## src/rtl/mdio_pkg.sv

```systemverilog
package mdio_pkg;

   typedef enum logic [2:0] {
      SEL_CMD   = 3'd0,
      SEL_BBCLK = 3'd1,
      SEL_BBDAT = 3'd2,
      SEL_BBOE  = 3'd3,
      SEL_CFG   = 3'd4,
      SEL_PMASK = 3'd5,
      SEL_PSTAT = 3'd6,
      SEL_NONE  = 3'd7
   } host_sel_e;

   localparam int          NPINS     = 2;
   localparam int          CMD_W     = 32;
   localparam int          VAL_W     = 16;
   localparam int          CFG_W     = 13;
   localparam int          DONE_BIT  = 16;
   localparam logic [1:0]  OP_RD     = 2'b10;
   localparam logic [1:0]  ST_CODE   = 2'b01;

   localparam int          CFG_PIN   = 0;
   localparam int          CFG_POLL  = 1;
   localparam int          CFG_BB    = 2;
   localparam int          CFG_REG_L = 3;
   localparam int          CFG_PHY_L = 8;

endpackage

```

## src/rtl/mdio_frame_engine.sv

```systemverilog
module mdio_frame_engine import mdio_pkg::*; #(
   parameter int DIV      = 4,
   parameter int PRE_BITS = 32
) (
   input  logic               clk,
   input  logic               rst_n,
   input  logic               start,
   input  logic [CMD_W-1:0]   cmd,
   input  logic               mdi,
   output logic               mdc,
   output logic               mdo,
   output logic               oe,
   output logic               busy,
   output logic               done,
   output logic [VAL_W-1:0]   rdata
);
   localparam int TOTAL   = PRE_BITS + CMD_W;
   localparam int CW      = (DIV > 2) ? $clog2(DIV) : 1;
   localparam int IW      = $clog2(TOTAL);
   localparam int REL_IDX = PRE_BITS + 14;

   logic             busy_q, mdc_q, done_q, is_rd_q;
   logic [CW-1:0]    cnt_q;
   logic [IW-1:0]    idx_q;
   logic [TOTAL-1:0] sh_q;
   logic [VAL_W-1:0] rd_q;

   always_ff @(posedge clk or negedge rst_n) begin
      if (!rst_n) begin
         busy_q  <= 1'b0;
         mdc_q   <= 1'b0;
         done_q  <= 1'b0;
         is_rd_q <= 1'b0;
         cnt_q   <= '0;
         idx_q   <= '0;
         sh_q    <= '0;
         rd_q    <= '0;
      end else begin
         done_q <= 1'b0;
         if (!busy_q) begin
            if (start) begin
               busy_q  <= 1'b1;
               mdc_q   <= 1'b0;
               cnt_q   <= CW'(DIV - 1);
               idx_q   <= '0;
               sh_q    <= {{PRE_BITS{1'b1}}, cmd};
               is_rd_q <= (cmd[29:28] == OP_RD);
            end
         end else if (cnt_q != '0) begin
            cnt_q <= cnt_q - 1'b1;
         end else begin
            cnt_q <= CW'(DIV - 1);
            if (!mdc_q) begin
               mdc_q <= 1'b1;
               rd_q  <= {rd_q[VAL_W-2:0], mdi};
            end else begin
               mdc_q <= 1'b0;
               if (idx_q == IW'(TOTAL - 1)) begin
                  busy_q <= 1'b0;
                  done_q <= 1'b1;
               end else begin
                  idx_q <= idx_q + 1'b1;
                  sh_q  <= {sh_q[TOTAL-2:0], 1'b0};
               end
            end
         end
      end
   end

   assign mdc   = mdc_q;
   assign mdo   = busy_q & sh_q[TOTAL-1];
   assign oe    = busy_q & ~(is_rd_q & (idx_q >= IW'(REL_IDX)));
   assign busy  = busy_q;
   assign done  = done_q;
   assign rdata = rd_q;
endmodule

```

## src/rtl/mdio_poll_unit.sv

```systemverilog
module mdio_poll_unit import mdio_pkg::*; (
   input  logic               clk,
   input  logic               rst_n,
   input  logic               enable,
   input  logic               res_valid,
   input  logic [VAL_W-1:0]   res,
   input  logic [VAL_W-1:0]   mask,
   input  logic               clr,
   output logic [2*VAL_W-1:0] status,
   output logic               irq,
   output logic               hit
);
   logic [VAL_W-1:0] prev_q, chg_q, diff;
   logic             base_q;

   assign diff = (res ^ prev_q) & mask;
   assign hit  = res_valid & base_q & (|diff);

   always_ff @(posedge clk or negedge rst_n) begin
      if (!rst_n) begin
         prev_q <= '0;
         chg_q  <= '0;
         base_q <= 1'b0;
      end else begin
         if (!enable)
            base_q <= 1'b0;
         else if (res_valid)
            base_q <= 1'b1;
         if (res_valid)
            prev_q <= res;
         chg_q <= (clr ? '0 : chg_q) | (hit ? diff : '0);
      end
   end

   assign status = {chg_q, prev_q};
   assign irq    = |chg_q;
endmodule

```

## src/rtl/mdio_pin_steer.sv

```systemverilog
module mdio_pin_steer import mdio_pkg::*; (
   input  logic             sel,
   input  logic             dout,
   input  logic             doe,
   output logic [NPINS-1:0] pin_out,
   output logic [NPINS-1:0] pin_oe,
   input  logic [NPINS-1:0] pin_in,
   output logic             din
);
   for (genvar i = 0; i < NPINS; i++) begin : g_pin
      assign pin_out[i] = (sel == 1'(i)) & dout;
      assign pin_oe[i]  = (sel == 1'(i)) & doe;
   end
   assign din = pin_in[sel];
endmodule

```

## src/rtl/mdio_mgmt_ctrl.sv

```systemverilog
module mdio_mgmt_ctrl import mdio_pkg::*; #(
   parameter int DIV      = 4,
   parameter int PRE_BITS = 32
) (
   input  logic              clk,
   input  logic              rst_n,
   input  logic              host_wr,
   input  logic              host_rd,
   input  logic [2:0]        host_sel,
   input  logic [31:0]       host_wdata,
   output logic [31:0]       host_rdata,
   output logic              mdc,
   output logic [NPINS-1:0]  mdio_out,
   output logic [NPINS-1:0]  mdio_oe,
   input  logic [NPINS-1:0]  mdio_in,
   output logic              poll_irq
);
   if (DIV < 2) begin : g_bad_div
      $error("DIV must be at least 2");
   end
   if (PRE_BITS < 1) begin : g_bad_pre
      $error("PRE_BITS must be at least 1");
   end

   logic [CMD_W-1:0] cmd_q;
   logic             pend_q, host_act_q, owner_poll_q;
   logic             bbclk_q, bbdat_q, bboe_q;
   logic [CFG_W-1:0] cfg_q;
   logic [VAL_W-1:0] mask_q;

   logic             phy_sel, bb_mode, poll_on, poll_hit, din;
   logic             host_go, poll_go, eng_start;
   logic             eng_mdc, eng_mdo, eng_oe, eng_busy, eng_done;
   logic [VAL_W-1:0] eng_rdata;
   logic [CMD_W-1:0] eng_cmd, poll_cmd;
   logic [2*VAL_W-1:0] pstat;
   host_sel_e        sel;

   assign sel      = host_sel_e'(host_sel);
   assign phy_sel  = cfg_q[CFG_PIN];
   assign bb_mode  = cfg_q[CFG_BB];
   assign poll_on  = cfg_q[CFG_POLL] & ~bb_mode;
   assign poll_cmd = {ST_CODE, OP_RD, cfg_q[CFG_PHY_L +: 5], cfg_q[CFG_REG_L +: 5],
                      2'b11, {VAL_W{1'b1}}};

   assign host_go   = pend_q & ~eng_busy & ~bb_mode;
   assign poll_go   = ~pend_q & poll_on & ~eng_busy;
   assign eng_start = host_go | poll_go;
   assign eng_cmd   = host_go ? cmd_q : poll_cmd;

   always_ff @(posedge clk or negedge rst_n) begin
      if (!rst_n) begin
         cmd_q        <= 32'h0001_0000;
         pend_q       <= 1'b0;
         host_act_q   <= 1'b0;
         owner_poll_q <= 1'b0;
         bbclk_q      <= 1'b0;
         bbdat_q      <= 1'b0;
         bboe_q       <= 1'b0;
         cfg_q        <= '0;
         mask_q       <= '0;
      end else begin
         if (eng_done && !owner_poll_q) begin
            host_act_q      <= 1'b0;
            cmd_q[DONE_BIT] <= 1'b1;
            if (cmd_q[29:28] == OP_RD)
               cmd_q[VAL_W-1:0] <= eng_rdata;
         end
         if (eng_start && !eng_busy)
            owner_poll_q <= ~host_go;
         if (host_go) begin
            pend_q     <= 1'b0;
            host_act_q <= 1'b1;
         end
         if (host_wr) begin
            unique case (sel)
               SEL_CMD:   if (!pend_q && !host_act_q) begin
                             cmd_q  <= {host_wdata[31:17], 1'b0, host_wdata[15:0]};
                             pend_q <= 1'b1;
                          end
               SEL_BBCLK: bbclk_q <= host_wdata[0];
               SEL_BBDAT: bbdat_q <= host_wdata[0];
               SEL_BBOE:  bboe_q  <= host_wdata[0];
               SEL_CFG:   cfg_q   <= host_wdata[CFG_W-1:0];
               SEL_PMASK: mask_q  <= host_wdata[VAL_W-1:0];
               default: ;
            endcase
         end
      end
   end

   mdio_frame_engine #(.DIV(DIV), .PRE_BITS(PRE_BITS)) u_eng (
      .clk(clk), .rst_n(rst_n), .start(eng_start), .cmd(eng_cmd), .mdi(din),
      .mdc(eng_mdc), .mdo(eng_mdo), .oe(eng_oe), .busy(eng_busy),
      .done(eng_done), .rdata(eng_rdata)
   );

   mdio_poll_unit u_poll (
      .clk(clk), .rst_n(rst_n), .enable(poll_on),
      .res_valid(eng_done & owner_poll_q), .res(eng_rdata), .mask(mask_q),
      .clr(host_rd & (sel == SEL_PSTAT)), .status(pstat), .irq(poll_irq),
      .hit(poll_hit)
   );

   mdio_pin_steer u_pins (
      .sel(phy_sel),
      .dout(bb_mode ? bbdat_q : eng_mdo),
      .doe(bb_mode ? bboe_q : eng_oe),
      .pin_out(mdio_out), .pin_oe(mdio_oe), .pin_in(mdio_in), .din(din)
   );

   assign mdc = bb_mode ? bbclk_q : eng_mdc;

   always_comb begin
      unique case (sel)
         SEL_CMD:   host_rdata = cmd_q;
         SEL_BBCLK: host_rdata = {31'd0, bbclk_q};
         SEL_BBDAT: host_rdata = {30'd0, din, bbdat_q};
         SEL_BBOE:  host_rdata = {31'd0, bboe_q};
         SEL_CFG:   host_rdata = {{(32-CFG_W){1'b0}}, cfg_q};
         SEL_PMASK: host_rdata = {16'd0, mask_q};
         SEL_PSTAT: host_rdata = pstat;
         default:   host_rdata = '0;
      endcase
   end
endmodule

```

## config.mk

```make
export PLATFORM = sky130hd
export DESIGN_NAME = mdio_mgmt_ctrl
export DESIGN_NICKNAME = d
export VERILOG_FILES = /design/src/rtl/mdio_pkg.sv /design/src/rtl/mdio_frame_engine.sv /design/src/rtl/mdio_poll_unit.sv /design/src/rtl/mdio_pin_steer.sv /design/src/rtl/mdio_mgmt_ctrl.sv
export SDC_FILE = /design/constraint.sdc
export NUM_CORES = 1
export LEC_CHECK = 0
export BUFFER_PORTS_ARGS = -buffer_cell sky130_fd_sc_hd__buf_2
export CAP_MARGIN = 20
export CORE_ASPECT_RATIO = 0.7
export CORE_UTILIZATION = 54
export CTS_BUF_LIST = sky130_fd_sc_hd__clkbuf_4 sky130_fd_sc_hd__clkbuf_8 sky130_fd_sc_hd__clkbuf_16
export CTS_CLUSTER_SIZE = 16
export DETAILED_ROUTE_END_ITERATION = 8
export PLACE_DENSITY_LB_ADDON = 0.05
export SLEW_MARGIN = 5
export SYNTH_ARGS = -nofsm -noshare
export SYNTH_HDL_FRONTEND = slang
export SYNTH_SLANG_ARGS = --single-unit
```

## constraint.sdc

```tcl
create_clock -name clk -period 1.59 [get_ports clk]
set_input_delay 0 -clock clk [delete_from_list [all_inputs] [get_ports clk]]
set_output_delay 0 -clock clk [all_outputs]
set_load 0.005 [all_outputs]
```

; Word-level counts from Yosys, hierarchy flattened
; Index checks and enable logic that the tools add are counted.
; Widths: inputs -> output; s select.
[classes]
addsub = 2
n_mul = 0
div_mod_pow = 0
order_cmp = 2
n_eq_ne = 13
shift = 0
n_mux = 48
bitwise_logic = 28
reduce_logical = 23
[ops]
columns = operator, count
row1 = $mux 64, 5
row2 = $pmux 32 s7, 1
row3 = $mux 17, 4
row4 = $mux 16, 3
row5 = $mux 32, 1
row6 = $reduce_or 16->1, 2
row7 = $mux 6, 5
row8 = $mux 1, 26
row9 = $and 1x1->1, 16
row10 = $and 16x16->16, 1
row11 = $or 16x16->16, 1
row12 = $xor 16x16->16, 1
row13 = $reduce_and 2->1, 7
row14 = $eq 3x3->1 const B, 3
row15 = $not 1->1, 8
row16 = $add 6x1->6 const B, 1
row17 = $eq 3x2->1 const B, 2
row18 = $eq 6x6->1 const B, 1
row19 = $ge 6x6->1 const B, 1
row20 = $mux 2, 3
row21 = $ne 2x2->1 const B, 3
row22 = $reduce_and 3->1, 2
row23 = $reduce_bool 2->1, 3
row24 = $eq 2x2->1 const B, 2
row25 = other kinds (9), 14
[word_totals]
regBits = 192
latch_bits = 0
ram_bits = 0
romBits = 0
inputBits = 41
output_inout_bits = 38
wordCells = 137
memories = 0

; Depth between registers and ports, before layout
; Gate-level depths: netlist of run 1.
[depth]
word_depth = 7
depth_mapped = 8
depth_no_buf = 6

; Hierarchy
; Synthesis of run 1 repeated with hierarchy kept, for this count alone.
[unflattened]
cells_unflattened = 804
area_unflattened_um2 = 9696.8
[by_module_without_submodules]
columns = module, n_inst, cells_per_inst, area_each_um2, seq_area_each_um2
row1 = mdio_frame_engine, 1, 364, 4236.6, 2302.2
row2 = mdio_mgmt_ctrl, 1, 303, 3888.7, 1677.9
row3 = mdio_poll_unit, 1, 132, 1524.0, 825.8
row4 = mdio_pin_steer, 1, 5, 47.5, 0.0

; Worst setup path before layout of run 1
; Ideal clock, no wire load.
[synth_timing]
path_type = register to register
start = register u_eng.idx_q[0]
end = register u_eng.sh_q[31]
setup_time_ps = 126
t_arrival_ps = 1505
required_time_ps = 1464
slack_ps = -41
stages_incl_launch_ff = 7
path_buffers = 1
synth_period_minus_slack_ps = 1631
path_cell_list = dfrtp_1 ha_1 and3_4 a31oi_2 buf_4 nor3_1 a221o_1
[synth_between]
elab_chain_len = 3
[synth_lines]
columns = item, line
row1 = start: declaration, mdio_frame_engine.sv:24  ; logic [IW-1:0] idx_q;
row2 = start signal: assignment, mdio_frame_engine.sv:62  ; idx_q <= idx_q + 1'b1;
row3 = $eq 6x6->1, mdio_frame_engine.sv:58  ; if (idx_q == IW'(TOTAL - 1)) begin
row4 = $ne 2x2->1 (no line), --
row5 = $reduce_and 4->1 (no line), --
row6 = end signal: assignment, mdio_frame_engine.sv:46  ; sh_q <= {{PRE_BITS{1'b1}}, cmd};
row7 = end signal: assignment, mdio_frame_engine.sv:63  ; sh_q <= {sh_q[TOTAL-2:0], 1'b0};
row8 = end: declaration, mdio_frame_engine.sv:25  ; logic [TOTAL-1:0] sh_q;
; Every way passes these cells.
; A chain may end at the register's enable or synchronous reset.

; Worst setup path in the final report of run 1
[layout_timing]
start = register u_eng.idx_q[1]
end = output port mdio_oe[1]
[layout_between]
elab_chain_len = 6
[layout_lines]
columns = item, line
row1 = $ge 6x6->1, mdio_frame_engine.sv:72  ; assign oe = busy_q & ~(is_rd_q & (idx_q >= IW'(REL_IDX)));
row2 = $and 1x1->1, mdio_frame_engine.sv:72
row3 = $not 1->1, mdio_frame_engine.sv:72
row4 = $and 1x1->1, mdio_frame_engine.sv:72
row5 = $mux 1, mdio_mgmt_ctrl.sv:108  ; .doe(bb_mode ? bboe_q : eng_oe),
row6 = $and 1x1->1, mdio_pin_steer.sv:12  ; assign pin_oe[i] = (sel == 1'(i)) & doe;
row7 = end: declaration, mdio_mgmt_ctrl.sv:14  ; output logic [NPINS-1:0] mdio_oe,
; Every way passes these cells.

==> results.cfg, run 1 <==
[outcome]
status = complete, but fails checks
violations = setup timing

[clock_tree]
cts.htree.levels = 4
insertion_delay_ps = 440
clockBufferDepth = 2
path_clk_slew_ps = 70
cts_tree = yes
cts_root_buf = clkbuf_16
cts_sinks = 192
cts_buffers = 17

[power_and_ir_drop]
finalPower_uw = 15700
ir_drop_mv = 0.685
power.leakage_uw = 0.00513
swShare_pct = 31.4
switching_power_uw = 4920
power.share.sequential_pct = 44.5
combPwrFrac_pct = 26.4
internal-power_uw = 10700
powerDensity_nw_per_um2 = 1360
power.share.clock_pct = 29.1

[floorplanning]
die_w_um = 156
die_area_um2 = 17100
initial_utilization_pct = 55.1
die_h_um = 110
coreArea_um2 = 16300
num_rows = 39
boundaryPins = 79

[finish]
register_area_um2 = 4810
syn_to_final_growth_pct = 28.6
fill_cells = 1166
nNetsFinal = 998
fin_util_pct = 70.8
layout-drive-gt1-share_pct = 32.6
n_antenna_cell = 0
multi_input_area_um2 = 3950

[grt]
grt_antenna_before_repair = 0
overflow = 0
grtUsageTotal_pct = 31.1
grt_max_degree = 59
grt_pass1_wl_um = 39600
grt_pass1_vias = 7139

[sta]
period_share_pct = 131
fin_skew_ps = 6.90
setup_viol = 66
rsz0062_at_grt = yes
clock.fmax_mhz = 479
whs_ps = 49.5
period_needed_ps = 2090
worst_pin_slew_ps = 554
slew_headroom_pct = 63.1
worst_slack_ps = -496
hold_viol_final = 0
final.setup.tns_ps = -9340
slew_violations = 0

[worst_setup_path]
slowest_stage = dfrtp_1
crit_required_ps = 1590
startpoint = u_eng.idx_q[1]
worst_setup_path_start_kind = flip-flop
cp_max_fo = 2
r2r-start = u_eng.idx_q[0]
path_delay_family = compound AO/OA/AOI/OAI gates
worstPathCellList = buf_6, ha_4, o211a_1, o211ai_1, mux2i_1, nor3b_1, buf_2
setup.worst_path.class = reg2out
r2r_slack_ps = -260
end_kind = output port
cp_data_arrival_time_ps = 2090
worst-path-buf-inv = 2
max_stage_delay_ps = 400

[synthesis]
synth_top_area_share_pct = 53.3
synth_area_leaders = dfrtp_1, mux2_2, mux2i_1
synth_adder_area_share_pct = 0.418
synthSimpleGateAreaFrac_pct = 12.4
syn_area_um2 = 8970
synth.distinct_cells = 59
synth_compound_area_share_pct = 13.4
avgSynthCellArea_um2 = 11.3
synth_mux_area_share_pct = 13.7
synth_edf_count = 0
synthCells = 797
synth_top_family_by_area = multiplexers
yosysSeqAreaShare_pct = 53.6
syn-num-nets = 841
synthArstFlopShare_pct = 100
yosysWarningCount = 0
synth_flop_cell = dfrtp_1
yosysTopAreaCell = dfrtp_1
yosysMostFrequentCell = dfrtp_1
yosys-top-cells-count = dfrtp_1, mux2_2, nor2_1, nor3_1, a21oi_1
synth_xor_xnor_area_share_pct = 1.56
synth-seq-cells = 192

[route]
route.met2.wl_um = 12000
routed-via-count = 7219
met1_length_um = 11700
dr.pass1.iters = 5
dr_wl_met3_um = 1530
drt-total-wl_um = 25800
drc = 0
top_layer = met4
antenna_left = 0
routed_via_density = 6.06
drt_iter0_drc = 697
wl_per_cell_um = 21.6

[job]
max-cap-violations = 0

[placement]
gp_congestion = 0.830
dp_hpwl_um = 16300
place.port_buffers = 77

[hold_path]
holdCritPathClass = in2reg
hp-start = host_sel[0]
worst register-to-register path, delay by kind of cell, from the launching register on:
| kind | cells | cell delay (ps) |
|---|---|---|
| AOI/OAI and AO/OA | 2 | 450 |
| adders and majority gates | 1 | 210 |
| buffers and inverters | 3 | 440 |
| DFF | 1 | 390 |
| and+or+nand+nor | 2 | 250 |
kinds of logic after synthesis:
| kind of cell | after synthesis |
|---|---|
| and+or+nand+nor | 207 |
| AOI/OAI and AO/OA | 181 |
| adders and majority gates | 3 |
| DFF | 192 |
| muxes | 112 |
| buffers and inverters | 86 |
| xor gates and xnor gates | 16 |
cell type report:
class | count | area share, %
clock buffer | 17 | 3.69
inverter | 23 | 0.770
sequential | 192 | 41.7
clock inverter | 15 | 1.73
timing repair buffer | 200 | 15.4
multi-input combinational | 520 | 34.3
tap | 225 | 2.44
registers in the layout, indices dropped and copies added, names as in the netlist:
signal         flops
cfg_q             13
owner_poll_q       1
bbdat_q            1
u_eng.idx_q        6
u_eng.cnt_q        2
bboe_q             1
u_eng.sh_q        64
host_act_q         1
u_eng.mdc          1
u_poll.chg_q      16
u_poll.prev_q     16
pend_q             1
bbclk_q            1
u_eng.rdata       16
mask_q            16
u_poll.base_q      1
cmd_q             32
u_eng.done         1
u_eng.busy         1
u_eng.is_rd_q      1
metrics by stage:
step | cell area [um2] | setup WS [ps] | cells
final | 11500 | -496 | 1192
after global routing | 11500 | -583 | 1192
after CTS | 11300 | -480 | 1181
after detailed placement | 9940 | -124 | 1097
after global placement | 9940 | -55.7 | 1097
after floorplan | 8980 | 14.2 | 797
routing by layer:
layer / GRT usage, % / vias up
met5: 0 / -
met4: 11.3 / 0
met3: 5.32 / 44
met2: 49.2 / 248
met1: 43.4 / 3690
li1: - / 3237
timing repair:
action / in CTS / in global routing
endpoints found under the hold margin: 218 / 0
hold buffers: 35 / 0
cloned: 5 / 2
pin swaps: 8 / 5
setup buffers: 12 / 9
gates resized for setup: 35 / 21
endpoints found under the setup margin: 76 / 83
power by group through the flow:
stage	Clock, uW	Sequential (uW)	Combinational, uW
6_report	4560	6970	4130
5_1_grt	4790	7090	4480
4_1_cts	4590	6900	3840
3_5_place_dp	0	6960	3140
3_3_place_gp	0	6900	3010
2_1_floorplan	0	6680	2200
layout by cell type, fill, tap and decap left out, drive strengths merged, types with 11 or more instances in the layout:
master         n
xor2          16
dlygate4sd3   35
mux2          81
mux2i         31
inv           27
nor2          58
a21oi         36
nor3b         27
clkbuf        20
a211oi        11
dfrtp        191
o22ai         24
o21ai         30
nand2         30
nor3          52
a31oi         33
a32o          16
buf          161
a22o          16
path summary, 6_finish.rpt:
check | endpoint | cells after the start
min in group asynchronous | u_poll.chg_q[5] | 2
max in group asynchronous | u_poll.prev_q[7] | 3
hold reg to reg | u_eng.sh_q[1] | 2
setup / recovery | mdio_oe[1] | 7
setup reg to reg | u_eng.sh_q[31] | 8
hold / removal | bboe_q | 3
Power figures use the tool's default switching activity.
==> run 2, diff against run 1 <==
--- a/config.mk
+++ b/config.mk
@@ -7,8 +7,7 @@
 export LEC_CHECK = 0
 export BUFFER_PORTS_ARGS = -buffer_cell sky130_fd_sc_hd__buf_2
 export CAP_MARGIN = 20
-export CORE_ASPECT_RATIO = 0.7
-export CORE_UTILIZATION = 54
+export CORE_UTILIZATION = 49
 export CTS_BUF_LIST = sky130_fd_sc_hd__clkbuf_4 sky130_fd_sc_hd__clkbuf_8 sky130_fd_sc_hd__clkbuf_16
 export CTS_CLUSTER_SIZE = 16
 export DETAILED_ROUTE_END_ITERATION = 8
==> results.cfg, run 2 (synthesis results as in run 1) <==
[grt]
overflow = 0
grt_pass1_vias = 7396
grt_max_degree = 55
grt_antenna_before_repair = 0
grtUsageTotal_pct = 29.0
grt_pass1_wl_um = 40400

[finish]
nNetsFinal = 1003
n_antenna_cell = 0
fill_cells = 1436
largest_reg_flops = 64
stdcell_count = 1201
final_common_cell = dfrtp_1
regMostFlops = u_eng.sh_q
syn_to_final_growth_pct = 27.9
reg.largest.list = u_eng.sh_q: 64 flops, cmd_q: 32 flops
layout-drive-gt1-share_pct = 32.6
mostFrequentLayoutCells = dfrtp_1, buf_2, mux2_2, buf_4, nor2_1

[placement]
post-place-ws_ps = -98.8
gp_congestion = 0.811
dp_hpwl_um = 16300
numPlacedInstances = 1095
place.port_buffers = 77

[power_and_ir_drop]
ir_drop_mv = 0.974
power.leakage_uw = 0.00516
powerDensity_nw_per_um2 = 1320

[clock_tree]
cts.htree.levels = 4
path_clk_slew_ps = 80
insertion_delay_ps = 430
cts_sinks = 192
clockBufferDepth = 2
cts_buffers = 17
cts_root_buf = clkbuf_16
cts_tree = yes

[floorplanning]
num_rows = 49
boundaryPins = 79
die_area_um2 = 18900
coreArea_um2 = 18000
initial_utilization_pct = 49.9
die_h_um = 137
die_w_um = 137

[sta]
setup_viol = 71
clock.fmax_mhz = 496
rsz0062_at_grt = yes
worst_slack_ps = -426
slew_headroom_pct = 66.2
period_needed_ps = 2020
worst_pin_slew_ps = 507
hold_viol_final = 0
period_share_pct = 127
slew_violations = 0
fin_skew_ps = 10.5

[worst_setup_path]
max_stage_delay_ps = 360
slowest_stage = dfrtp_1
crit_required_ps = 1910
setup.worst_path.class = reg2reg
worstPathCellList = buf_4, buf_4, ha_1, and3_4, a31oi_4, buf_12, buf_12, bufbuf_16, a221o_1
end_kind = flip-flop
cp_data_arrival_time_ps = 2330
path_delay_family = buffers and inverters
worst-path-buf-inv = 5
cp_max_fo = 14
worst_setup_path_start_kind = flip-flop

[hold_path]
holdCritPathClass = in2reg

[route]
routed_via_density = 5.96
routed-via-count = 7152
antenna_left = 0
wl_per_cell_um = 21.6
drt_iter0_drc = 446
drt-total-wl_um = 25900
dr.pass1.iters = 5
drc = 0

[job]
max-cap-violations = 0

[outcome]
violations = setup timing
status = complete, but fails checks
==> run 2: cell count changes in the layout (fill, tap and decap cells not counted), sizes merged <==
cell and change:
bufbuf +1, inv +4, o21ai -1, bufinv -3, clkinvlp -2, clkbuf -1
buf +6, dlygate4sd3 +1
==> run 2: final timing paths <==
kind,to,slack (ps),cells after the start,from
worst max register to register,u_eng.sh_q[31],-430,9,u_eng.idx_q[0]
min in group asynchronous,u_eng.idx_q[5],110,2,rst_n
worst min register to register,u_eng.cnt_q[0],500,1,u_eng.cnt_q[0]
worst max-delay path,u_eng.sh_q[31],-430,9,u_eng.idx_q[0]
max in group asynchronous,u_poll.prev_q[14],820,3,rst_n
worst min-delay path,mask_q[1],40,3,host_sel[2]
==> run 2: cell type report <==
| cell class | instances | area [um2] | area share, % |
|---|---|---|---|
| Multi-Input combinational cell | 519 | 3910 | 34.0 |
| Clock inverter | 14 | 139 | 1.21 |
| Clock buffer | 18 | 433 | 3.77 |
| Timing Repair Buffer | 206 | 1810 | 15.8 |
| Inverter | 23 | 86.3 | 0.752 |
| Sequential cell | 192 | 4810 | 41.9 |
| Tap cell | 229 | 287 | 2.50 |
==> run 2: layer usage <==
metal | part of all wire [%] | wire [um] | track usage (%)
met5 | 0 | 0 | 0
met4 | 4.3 | 1100 | 14.7
met3 | 4.3 | 1110 | 4.78
met2 | 50 | 12800 | 48.1
met1 | 42 | 10800 | 36.7
==> run 2: repair_timing <==
item,in CTS,in global routing
pin swaps,8,11
gates resized for setup,42,20
setup buffers,21,13
hold buffers,36,0
cloned,4,0
hold endpoints to repair,255,0
setup endpoints to repair,87,79
==> run 2: report_power, final <==
group	switching (uW)	total, uW	internal [uW]
logic	1870	4040	2170
clock network	2080	4190	2110
registers	914	6930	6010
==> run 2: tightest hold or removal path: stages <==
cell	delay, ps
buf_2	150
nand4b_4	140
mux2_2	150
==> run 2: stage by stage <==
stage	power [uW]	cell area [um2]	hold slack (ps)	utilization (%)	setup TNS [ps]
2_1_floorplan	8880	8980	-296	-	0
3_3_place_gp	9920	9890	10.7	55.1	-221
3_5_place_dp	10100	9890	10.7	55.1	-2080
4_1_cts	15000	11300	33.0	62.8	-9700
5_1_grt	16000	11500	44.5	63.9	-26860
6_report	15200	11500	41.6	63.9	-20680
==> run 3, diff against run 2 <==
--- a/config.mk
+++ b/config.mk
@@ -11,7 +11,9 @@
 export CTS_BUF_LIST = sky130_fd_sc_hd__clkbuf_4 sky130_fd_sc_hd__clkbuf_8 sky130_fd_sc_hd__clkbuf_16
 export CTS_CLUSTER_SIZE = 16
 export DETAILED_ROUTE_END_ITERATION = 8
+export GPL_TIMING_DRIVEN = 0
 export PLACE_DENSITY_LB_ADDON = 0.05
+export REMOVE_ABC_BUFFERS = 1
 export SLEW_MARGIN = 5
 export SYNTH_ARGS = -nofsm -noshare
 export SYNTH_HDL_FRONTEND = slang
==> constraint.sdc (replaced) <==
create_clock -name clk -period 2.1 [get_ports clk]
set_input_delay 0 -clock clk [delete_from_list [all_inputs] [get_ports clk]]
set_output_delay 0 -clock clk [all_outputs]
set_load 0.005 [all_outputs]
==> results.cfg, run 3 (synthesis results as in run 1) <==
[sta]
whs_ps = 135
slew_headroom_pct = 35.4
period_share_pct = 93.6
final.setup.tns_ps = 0
period_needed_ps = 1970
hold_viol_final = 0
rsz0062_at_grt = no
slew_violations = 0
worst_pin_slew_ps = 969
clock.fmax_mhz = 509
fin_skew_ps = 5.40
setup_viol = 0
worst_slack_ps = 135

[placement]
numPlacedInstances = 1050
place.port_buffers = 77
gp_congestion = 0.799
dp_hpwl_um = 14800
post-place-ws_ps = -503

[floorplanning]
die_w_um = 137
die_h_um = 137
num_rows = 49
boundaryPins = 79
die_area_um2 = 18900
coreArea_um2 = 18000
initial_utilization_pct = 49.9

[route]
routed_via_density = 6.03
wl_per_cell_um = 21.7
dr.pass1.iters = 6
antenna_left = 0
drt_iter0_drc = 459
drc = 0
drt-total-wl_um = 24300
routed-via-count = 6761

[worst_setup_path]
max_stage_delay_ps = 750
path_delay_family = simple AND/OR/NAND/NOR gates
worst-path-buf-inv = 1
end_kind = flip-flop
crit_required_ps = 2390
cp_max_fo = 24
setup.worst_path.class = reg2reg
worst_setup_path_start_kind = flip-flop
slowest_stage = nand4_2
r2r_slack_ps = 130
cp_data_arrival_time_ps = 2250
worstPathCellList = clkinv_2, nand4_2, nor2_1, a21oi_1

[finish]
mostFrequentLayoutCells = dfrtp_1, buf_2, mux2_2, nor2_1, nor3_1
layout-drive-gt1-share_pct = 24.2
final_common_cell = dfrtp_1
stdcell_count = 1121
reg.largest.list = u_eng.sh_q: 64 flops, cmd_q: 32 flops
fill_cells = 1516
nNetsFinal = 923
n_antenna_cell = 0
syn_to_final_growth_pct = 17.5
multi_input_area_um2 = 3780
regMostFlops = u_eng.sh_q
largest_reg_flops = 64
register_area_um2 = 4810

[grt]
overflow = 0
grt_max_degree = 106
grt_antenna_before_repair = 0
grtUsageTotal_pct = 27.5
grt_pass1_wl_um = 38100
grt_pass1_vias = 6857

[clock_tree]
path_clk_slew_ps = 70
clockBufferDepth = 2
cts_buffers = 17
cts_sinks = 192
cts_tree = yes
cts.htree.levels = 4
cts_root_buf = clkbuf_16
insertion_delay_ps = 440

[power_and_ir_drop]
switching_power_uw = 3280
ir_drop_mv = 0.647
power.leakage_uw = 0.00465
power.share.clock_pct = 30.2
powerDensity_nw_per_um2 = 1020
power.share.sequential_pct = 48.7
swShare_pct = 30.4
internal-power_uw = 7500
combPwrFrac_pct = 21.1

[hold_path]
holdCritPathClass = in2async

[outcome]
status = finished clean

[job]
max-cap-violations = 0
run 3: repair_timing:
item                                   in CTS  in global routing
hold buffers                               34                  0
endpoints found under the hold margin     150                  0
setup endpoints to repair                  87                  3
cloned                                      2                  0
resized for setup                           3                  1
pin swaps                                   2                  1
buffers inserted                            3                  0
run 3: final cells by class:
type                    count  area share, %
well taps                 229           2.72
multi-input cells         521           35.8
flip-flops and latches    192           45.6
clock inverters             7          0.712
inverters                  23          0.831
repair buffers            124           9.39
clock buffers              25           4.90
run 3: worst paths after layout:
kind,from,endpoint,depth (start not counted)
setup / recovery,pend_q,cmd_q[8],4
hold / removal,rst_n,u_eng.idx_q[3],2
setup reg to reg,pend_q,cmd_q[8],4
hold reg to reg,u_eng.cnt_q[0],u_eng.cnt_q[0],1
max in group asynchronous,rst_n,u_poll.chg_q[8],3
min in group clk,host_sel[1],bboe_q,3
run 3: power by group through the flow:
| stage | clock network, uW | registers [uW] | logic, uW |
|---|---|---|---|
| after floorplan | 0 | 5070 | 1510 |
| after global placement | 0 | 5260 | 1980 |
| after detailed placement | 0 | 5300 | 2200 |
| after CTS | 3300 | 5230 | 2290 |
| after global routing | 3450 | 5350 | 2530 |
| final | 3260 | 5250 | 2280 |
run 3: routing by layer:
metal / share of wire (%) / wire [um] / GRT usage [%] / vias to the layer above
met3: 4.0 / 985 / 4.34 / 47
met5: 0 / 0 / 0 / -
met1: 44 / 10600 / 35.6 / 3450
met2: 50 / 12200 / 45.9 / 193
met4: 2.3 / 556 / 11.3 / 0
li1: - / - / - / 3071
run 3: stage by stage:
step	cell area [um2]	util, %	total power, uW
6_report	10500	58.7	10800
5_1_grt	10500	58.7	11300
4_1_cts	10500	58.7	10800
3_5_place_dp	9550	53.2	7500
3_3_place_gp	9290	51.7	7240
2_1_floorplan	8620	-	6580
